==> src/rtl/alu_pkg.sv <==
package alu_pkg;

    typedef enum logic [3:0] {
        OP_CMP    = 4'h0,
        OP_BTST   = 4'h1,
        OP_MOV    = 4'h2,
        OP_LDI    = 4'h3,
        OP_LDHALF = 4'h4,
        OP_ROL    = 4'h5,
        OP_RSV6   = 4'h6,
        OP_RSV7   = 4'h7,
        OP_SUB    = 4'h8,
        OP_AND    = 4'h9,
        OP_ADD    = 4'hA,
        OP_OR     = 4'hB,
        OP_XOR    = 4'hC,
        OP_LSL    = 4'hD,
        OP_LSR    = 4'hE,
        OP_ASR    = 4'hF
    } alu_op_e;

    typedef enum logic [1:0] {
        SH_LEFT  = 2'd0,
        SH_RIGHT = 2'd1,
        SH_ARITH = 2'd2
    } shift_kind_e;

    typedef struct packed {
        logic z;
        logic c;
        logic n;
        logic v;
    } alu_flags_t;

    function automatic logic op_writes(alu_op_e o);
        return !(o == OP_CMP || o == OP_BTST || o == OP_RSV6 || o == OP_RSV7);
    endfunction

    function automatic logic op_flags(alu_op_e o);
        return (o == OP_CMP) || (o == OP_BTST) || o[3];
    endfunction

    function automatic shift_kind_e shift_kind(alu_op_e o);
        case (o)
            OP_LSL:  return SH_LEFT;
            OP_ASR:  return SH_ARITH;
            default: return SH_RIGHT;
        endcase
    endfunction

endpackage

==> src/rtl/alu_addsub.sv <==
module alu_addsub #(
    parameter int W = 32
) (
    input  logic [W-1:0] a,
    input  logic [W-1:0] b,
    input  logic         sub,
    output logic [W-1:0] r,
    output logic         c,
    output logic         v
);
    logic [W:0] wide;

    always_comb begin
        if (sub) wide = {1'b0, a} - {1'b0, b};
        else     wide = {1'b0, a} + {1'b0, b};
        r = wide[W-1:0];
        c = wide[W];
        if (sub) v = (a[W-1] ^ b[W-1]) & (wide[W-1] ^ a[W-1]);
        else     v = ~(a[W-1] ^ b[W-1]) & (wide[W-1] ^ a[W-1]);
    end
endmodule

==> src/rtl/alu_shift.sv <==
module alu_shift
    import alu_pkg::*;
#(
    parameter int W = 32,
    localparam int SHW = $clog2(W) + 1
) (
    input  logic [W-1:0]   a,
    input  logic [SHW-1:0] amt,
    input  shift_kind_e    kind,
    output logic [W-1:0]   r,
    output logic           c,
    output logic           v
);
    logic [W:0]        left_x;
    logic [W:0]        right_x;
    logic signed [W:0] arith_in;
    logic signed [W:0] arith_x;

    always_comb begin
        left_x   = {1'b0, a} << amt;
        right_x  = {a, 1'b0} >> amt;
        arith_in = {a, 1'b0};
        arith_x  = arith_in >>> amt;
        case (kind)
            SH_LEFT: begin
                r = left_x[W-1:0];
                c = left_x[W];
            end
            SH_ARITH: begin
                r = arith_x[W:1];
                c = (amt == '0) ? 1'b0 : arith_x[0];
            end
            default: begin
                r = right_x[W:1];
                c = right_x[0];
            end
        endcase
        v = (amt != '0) && (r[W-1] != a[W-1]);
    end
endmodule

==> src/rtl/alu_rotate.sv <==
module alu_rotate #(
    parameter int W = 32,
    localparam int RW = $clog2(W)
) (
    input  logic [W-1:0]  a,
    input  logic [RW-1:0] amt,
    output logic [W-1:0]  r
);
    logic [2*W-1:0] doubled;

    always_comb begin
        doubled = {a, a} << amt;
        r       = doubled[2*W-1:W];
    end
endmodule

==> src/rtl/shift_ovf_alu.sv <==
module shift_ovf_alu
    import alu_pkg::*;
#(
    parameter int W            = 32,
    parameter int IMM_W        = 24,
    parameter int HALF_SEL_BIT = 20
) (
    input  logic         clk,
    input  logic         rst,
    input  logic         in_valid,
    input  logic [3:0]   op,
    input  logic [W-1:0] opa,
    input  logic [W-1:0] opb,
    output logic         out_valid,
    output logic [W-1:0] result,
    output logic         wr_en,
    output logic         flag_en,
    output logic         flag_z,
    output logic         flag_c,
    output logic         flag_n,
    output logic         flag_v
);
    localparam int HALF = W / 2;
    localparam int SHW  = $clog2(W) + 1;
    localparam int RW   = $clog2(W);

    alu_op_e    op_e;
    logic [W-1:0] as_r, sh_r, rot_r;
    logic         as_c, as_v, sh_c, sh_v;
    logic [W-1:0] nxt_r;
    alu_flags_t   nxt_f;

    assign op_e = alu_op_e'(op);

    alu_addsub #(.W(W)) u_addsub (
        .a(opa), .b(opb), .sub(op_e != OP_ADD),
        .r(as_r), .c(as_c), .v(as_v)
    );

    alu_shift #(.W(W)) u_shift (
        .a(opa), .amt(opb[SHW-1:0]), .kind(shift_kind(op_e)),
        .r(sh_r), .c(sh_c), .v(sh_v)
    );

    alu_rotate #(.W(W)) u_rotate (
        .a(opa), .amt(opb[RW-1:0]), .r(rot_r)
    );

    always_comb begin
        nxt_r   = '0;
        nxt_f.c = 1'b0;
        nxt_f.v = 1'b0;
        case (op_e)
            OP_CMP, OP_SUB, OP_ADD: begin
                nxt_r   = as_r;
                nxt_f.c = as_c;
                nxt_f.v = as_v;
            end
            OP_BTST, OP_AND: nxt_r = opa & opb;
            OP_OR:           nxt_r = opa | opb;
            OP_XOR:          nxt_r = opa ^ opb;
            OP_MOV:          nxt_r = opb;
            OP_LDI:          nxt_r = {{(W-IMM_W){opb[IMM_W-1]}}, opb[IMM_W-1:0]};
            OP_LDHALF: begin
                if (opb[HALF_SEL_BIT]) nxt_r = {opb[HALF-1:0], opa[HALF-1:0]};
                else                   nxt_r = {opa[W-1:HALF], opb[HALF-1:0]};
            end
            OP_ROL:          nxt_r = rot_r;
            OP_LSL, OP_LSR, OP_ASR: begin
                nxt_r   = sh_r;
                nxt_f.c = sh_c;
                nxt_f.v = sh_v;
            end
            default:         nxt_r = '0;
        endcase
        nxt_f.z = (nxt_r == '0);
        nxt_f.n = nxt_r[W-1];
    end

    always_ff @(posedge clk) begin
        if (rst) begin
            out_valid <= 1'b0;
            wr_en     <= 1'b0;
            flag_en   <= 1'b0;
            result    <= '0;
            {flag_z, flag_c, flag_n, flag_v} <= '0;
        end else begin
            out_valid <= in_valid;
            wr_en     <= in_valid && op_writes(op_e);
            flag_en   <= in_valid && op_flags(op_e);
            result    <= nxt_r;
            {flag_z, flag_c, flag_n, flag_v} <= nxt_f;
        end
    end

    // no operation in, nothing out next cycle
    a_r1_idle: assert property (@(posedge clk) disable iff (rst)
        !in_valid |=> !out_valid && !wr_en && !flag_en);

    // compare and bit-test touch flags only
    a_r2_flags_only: assert property (@(posedge clk) disable iff (rst)
        in_valid && (op == 4'h0 || op == 4'h1) |=> out_valid && !wr_en && flag_en);

    // move, loads and rotate leave flags alone
    a_r2_write_only: assert property (@(posedge clk) disable iff (rst)
        in_valid && (op == 4'h2 || op == 4'h3 || op == 4'h4 || op == 4'h5)
        |=> wr_en && !flag_en);

    // logical right shift reports a sign change as overflow
    a_r6_lsr_sign: assert property (@(posedge clk) disable iff (rst)
        in_valid && op == 4'hE && opb[SHW-1:0] != '0
        |=> flag_v == (result[W-1] ^ $past(opa[W-1])));

    // zero-distance shift is a pass-through with clear carry/overflow
    a_r7_zero_shift: assert property (@(posedge clk) disable iff (rst)
        in_valid && (op == 4'hD || op == 4'hE) && opb[SHW-1:0] == '0
        |=> result == $past(opa) && !flag_c && !flag_v);

    // rotate by a multiple of W is the identity
    a_r8_rol_zero: assert property (@(posedge clk) disable iff (rst)
        in_valid && op == 4'h5 && opb[RW-1:0] == '0 |=> result == $past(opa));

    // half load keeps the untouched half of A
    a_r10_half_keep: assert property (@(posedge clk) disable iff (rst)
        in_valid && op == 4'h4
        |=> (($past(opb[HALF_SEL_BIT]) && result[HALF-1:0] == $past(opa[HALF-1:0])) ||
             (!$past(opb[HALF_SEL_BIT]) && result[W-1:HALF] == $past(opa[W-1:HALF]))));
endmodule

==> config.mk <==
export PLATFORM = sky130hd
export DESIGN_NAME = shift_ovf_alu
export DESIGN_NICKNAME = d
export VERILOG_FILES = /design/src/rtl/alu_pkg.sv /design/src/rtl/alu_addsub.sv /design/src/rtl/alu_shift.sv /design/src/rtl/alu_rotate.sv /design/src/rtl/shift_ovf_alu.sv
export SDC_FILE = /design/constraint.sdc
export NUM_CORES = 1
export LEC_CHECK = 0
export BUFFER_PORTS_ARGS = -buffer_cell sky130_fd_sc_hd__buf_4
export CAP_MARGIN = 0
export CORE_ASPECT_RATIO = 2
export CORE_MARGIN = 2
export CORE_UTILIZATION = 45
export CTS_CLUSTER_SIZE = 28
export DETAILED_ROUTE_END_ITERATION = 10
export RECOVER_POWER = 100
export SYNTH_ARGS = -nofsm -noshare
export SYNTH_HDL_FRONTEND = slang
export SYNTH_HIERARCHICAL = 1
export SYNTH_SLANG_ARGS = --single-unit
==> constraint.sdc <==
create_clock -name clk -period 6.3 [get_ports clk]
set_input_delay 1.26 -clock clk [delete_from_list [all_inputs] [get_ports clk]]
set_output_delay 1.26 -clock clk [all_outputs]
set_load 0.02 [all_outputs]
==> flow_metrics.env <==
export IMPL_tightest_slew_ps=1450
export IMPL_placed_area_um2=15200
export IMPL_rsz0062_at_grt="no"
export IMPL_cp_required_ps=6520
export IMPL_post_cts_buffers=0
export IMPL_synth_ff_type="dfxtp_1"
export IMPL_antenna_cells=0
export IMPL_cts_buffer_depth=2
export IMPL_grt_overflow_total=0
export IMPL_ys_warn_count=6
export IMPL_post_route_min_period_ps=6150
export IMPL_end_kind="flop"
export IMPL_slowest_stage="nor4_1"
export IMPL_fp_row_count=91
export IMPL_fin_crit_sh=0.977
export IMPL_synthAdderAreaFrac=0.0886
export IMPL_combPwrFrac=0.735
export IMPL_start_kind="primary input"
export IMPL_cts_made_buffers=5
export IMPL_max_cap_viol_count=0
export IMPL_seqCellArea_um2=761
export IMPL_status="finished, final reports clean"
export IMPL_area_growth_pct=9.47
export IMPL_portBuffers=109
export IMPL_syn_inst=1673
export IMPL_syn_nets=1842
export IMPL_core_area_um2=30600
export IMPL_drt_iter0_drc=2197
export IMPL_dp_hpwl_um=51700
export IMPL_synth_top_area_frac=0.196
export IMPL_avgSynthCellArea_um2=8.32
export IMPL_wirelength_um=71100
export IMPL_finalSetupViolations=0
export IMPL_whs_path_depth=2
export IMPL_die_height_um=253
export IMPL_grt_max_degree=118
export IMPL_die_w_um=128
export IMPL_crit_path_max_fanout=6
export IMPL_ys_ff_latch=38
export IMPL_hold_ws_ps=1300
export IMPL_grt_pass1_wl_um=102000
export IMPL_clkTransAtPathRegs_ps=50
export IMPL_num_fill_cells=3031
export IMPL_hp_class="primary input to flop"
export IMPL_p_sw_mw=1.02
export IMPL_yosys_top_cells_area="mux4_2 20%, ha_1 8.7%, mux2i_1 6.5%, dfxtp_1 5.5%, mux2_2 4.4%"
export IMPL_wl_per_cell_um=33.5
export IMPL_cp_cell_sequence="buf_4, nor4_1, buf_4, and2_1, nand2_1, nor2_1, nor2_1, xnor2_1, ha_1, a21o_1, a21oi_1, a211oi_1, o21ai_0, nand3b_1, a21oi_1, xnor2_1, mux2i_1, o221ai_1, a2111oi_4, nand4_1, nor4_1, and3_1"
export IMPL_synth_compound_area_frac=0.245
export IMPL_min_from="in_valid"
export IMPL_fmax_mhz=162
export IMPL_utilization=0.498
export IMPL_ys_types=100
export IMPL_multi_input_area_um2=12000
export IMPL_clock_sinks=38
export IMPL_synth_area_leader_cell="mux4_2"
export IMPL_worst_setup_path_type="primary input to flop"
export IMPL_synth_top_family_by_area="multiplexers"
export IMPL_gp_congestion=1.06
export IMPL_top_layer="met5"
export IMPL_min_to="out_valid"
export IMPL_clkPwrFrac=0.134
export IMPL_power_density_nw_per_um2=134
export IMPL_synthMuxAreaShare=0.314
export IMPL_synth_simple_area_share=0.171
export IMPL_pin_count=110
export IMPL_dr_total_vias=15900
export IMPL_antenna_found_initial=2
export IMPL_drv_slew=0
export IMPL_dieArea_um2=32500
export IMPL_synth_edf_count=0
export IMPL_crit_buf_inv=2
export IMPL_drt_pass1_iter_count=6
export IMPL_fin_nets=1918
export IMPL_intPower_mw=1.03
export IMPL_grt_pass1_vias=15300
export IMPL_drt_antenna_violating_nets=0
export IMPL_cts_tree="built"
export IMPL_cts_htree_levels=2
export IMPL_final_hold_viol_count=0
export IMPL_worstPathArrival_ps=6370
export IMPL_wl_met2_um=31300
export IMPL_synth_xor_area_frac=0.0383
export IMPL_max_stage_delay_ps=610
export IMPL_final_area_um2=15200
export IMPL_ys_async_sr_fraction=0
export IMPL_drcViolationCount=0
export IMPL_post_drt_via_cell_ratio=7.49
export IMPL_ir_drop_uv=123
export IMPL_netlist_area_um2=13900
export IMPL_crit_family="simple AND/OR/NAND/NOR gates"
export IMPL_p_sw_frac=0.497
export IMPL_wl_met1_um=25800
export IMPL_drive_gt1_frac=0.225
export IMPL_grtUsageTotal=0.426
export IMPL_slew_headroom=0.0330
export IMPL_ys_seq_area_frac=0.0546
export IMPL_route_met3_wl_um=7870
export IMPL_sequentialPowerShare=0.131
export IMPL_p_leak_nw=6.18
export IMPL_start_util=0.455
export IMPL_cts_root_buffer="clkbuf_16"
registers in the layout, summed over array words and instances, names as in the netlist:
| name | count |
|---|---|
| result | 32 |
| flag_c | 1 |
| flag_en | 1 |
| flag_v | 1 |
| flag_z | 1 |
| out_valid | 1 |
| wr_en | 1 |
repair_timing:
item,in CTS,in global routing
setup endpoints to repair,0,1
gates resized for setup,0,3
hold buffers,0,0
through the flow:
step           cells  TNS [ps]  setup WS [ps]  power [mW]
3_5_place_dp    2114         0           7.48        1.73
2_1_floorplan   1673         0           1150        1.19
3_3_place_gp    2114     -82.9          -82.9        1.72
4_1_cts         2122         0            262        2.01
5_1_grt         2122         0           11.9        2.11
6_report        2122         0            146        2.05
kinds of logic (layout without fill, tap and decap cells):
kind of cell             Yosys count  after routing
multiplexers                     271            271
XOR/XNOR                          60             60
AO/OA/AOI/OAI                    474            474
adder cells (fa/ha/maj)           98             98
flip-flops                        38             38
AND/OR/NAND/NOR                  486            486
buffers and inverters            246            323
routing by layer:
metal	up-vias	track usage
met2	1256	0.642
met3	337	0.0961
met1	7693	0.532
met5	-	0
met4	4	0.304
li1	6607	-
worst max-delay path by stage:
stage	start	to	slack [ps]	cells past startpoint
after floorplan	op[2]	flag_z	1150	23
after global placement	opb[3]	flag_z	-80	22
after detailed placement	opb[3]	flag_z	7	22
after CTS	opb[3]	flag_z	260	22
after global routing	opb[6]	flag_z	10	21
final	opb[3]	flag_z	150	22
synth_stat cells (13+ instances only):
library cell and n:
ha_1 97, o22ai_1 22, nand4_1 17, o211ai_1 26
clkbuf_1 60, a22o_1 13, a31oi_1 19, buf_2 47
nor2_1 140, a221oi_1 14, o21ai_0 72, nand3_1 40
inv_1 91, o221ai_1 13, mux2i_1 91, o2bb2ai_1 16
nand2b_1 20, a21o_1 13, a32oi_1 14, a22oi_1 28
and2_1 17, buf_6 18, xnor2_1 47, dfxtp_1 38
mux2_2 54, a21oi_1 96, and3_1 16, nand2_1 120
nor3_1 33, nor2b_1 22, mux4_2 121
layout by cell type (no fill, tap or decap), types with 9 or more instances in the layout:
cell and count:
a211oi_1 11, a21o_1 13, a21oi_1 96, a221oi_1 14
a222oi_1 9, a22o_1 13, a22oi_1 28, a31oi_1 19
a32oi_1 14, and2_1 16, and3_1 16, buf_4 167
clkbuf_1 45, dfxtp_1 38, ha_1 97, inv_1 91
mux2_2 54, mux2i_1 91, mux4_2 121, nand2_1 120
nand2b_1 20, nand3_1 40, nand4_1 17, nor2_1 140
nor2b_1 22, nor3_1 33, nor3b_1 12, nor4_1 10
o211ai_1 27, o21a_1 10, o21ai_0 73, o221ai_1 13
o22ai_1 22, o2bb2ai_1 16, o31ai_1 12, xnor2_1 47
xor2_1 12
layout make-up:
class,count,share of cell area
clock buffers,6,0.00845
clock inverters,2,0.00246
multi-input cells,1389,0.785
inverters,95,0.0234
repair buffers,220,0.100
well taps,372,0.0305
flip-flops and latches,38,0.0499
power groups by stage:
stage | clock network [mW] | registers [mW] | logic (mW)
6_report | 0.275 | 0.268 | 1.50
2_1_floorplan | 0 | 0.303 | 0.886
4_1_cts | 0.277 | 0.269 | 1.46
3_3_place_gp | 0 | 0.274 | 1.45
3_5_place_dp | 0 | 0.274 | 1.46
5_1_grt | 0.283 | 0.270 | 1.56
No activity file was read; power rests on OpenSTA's default activity.
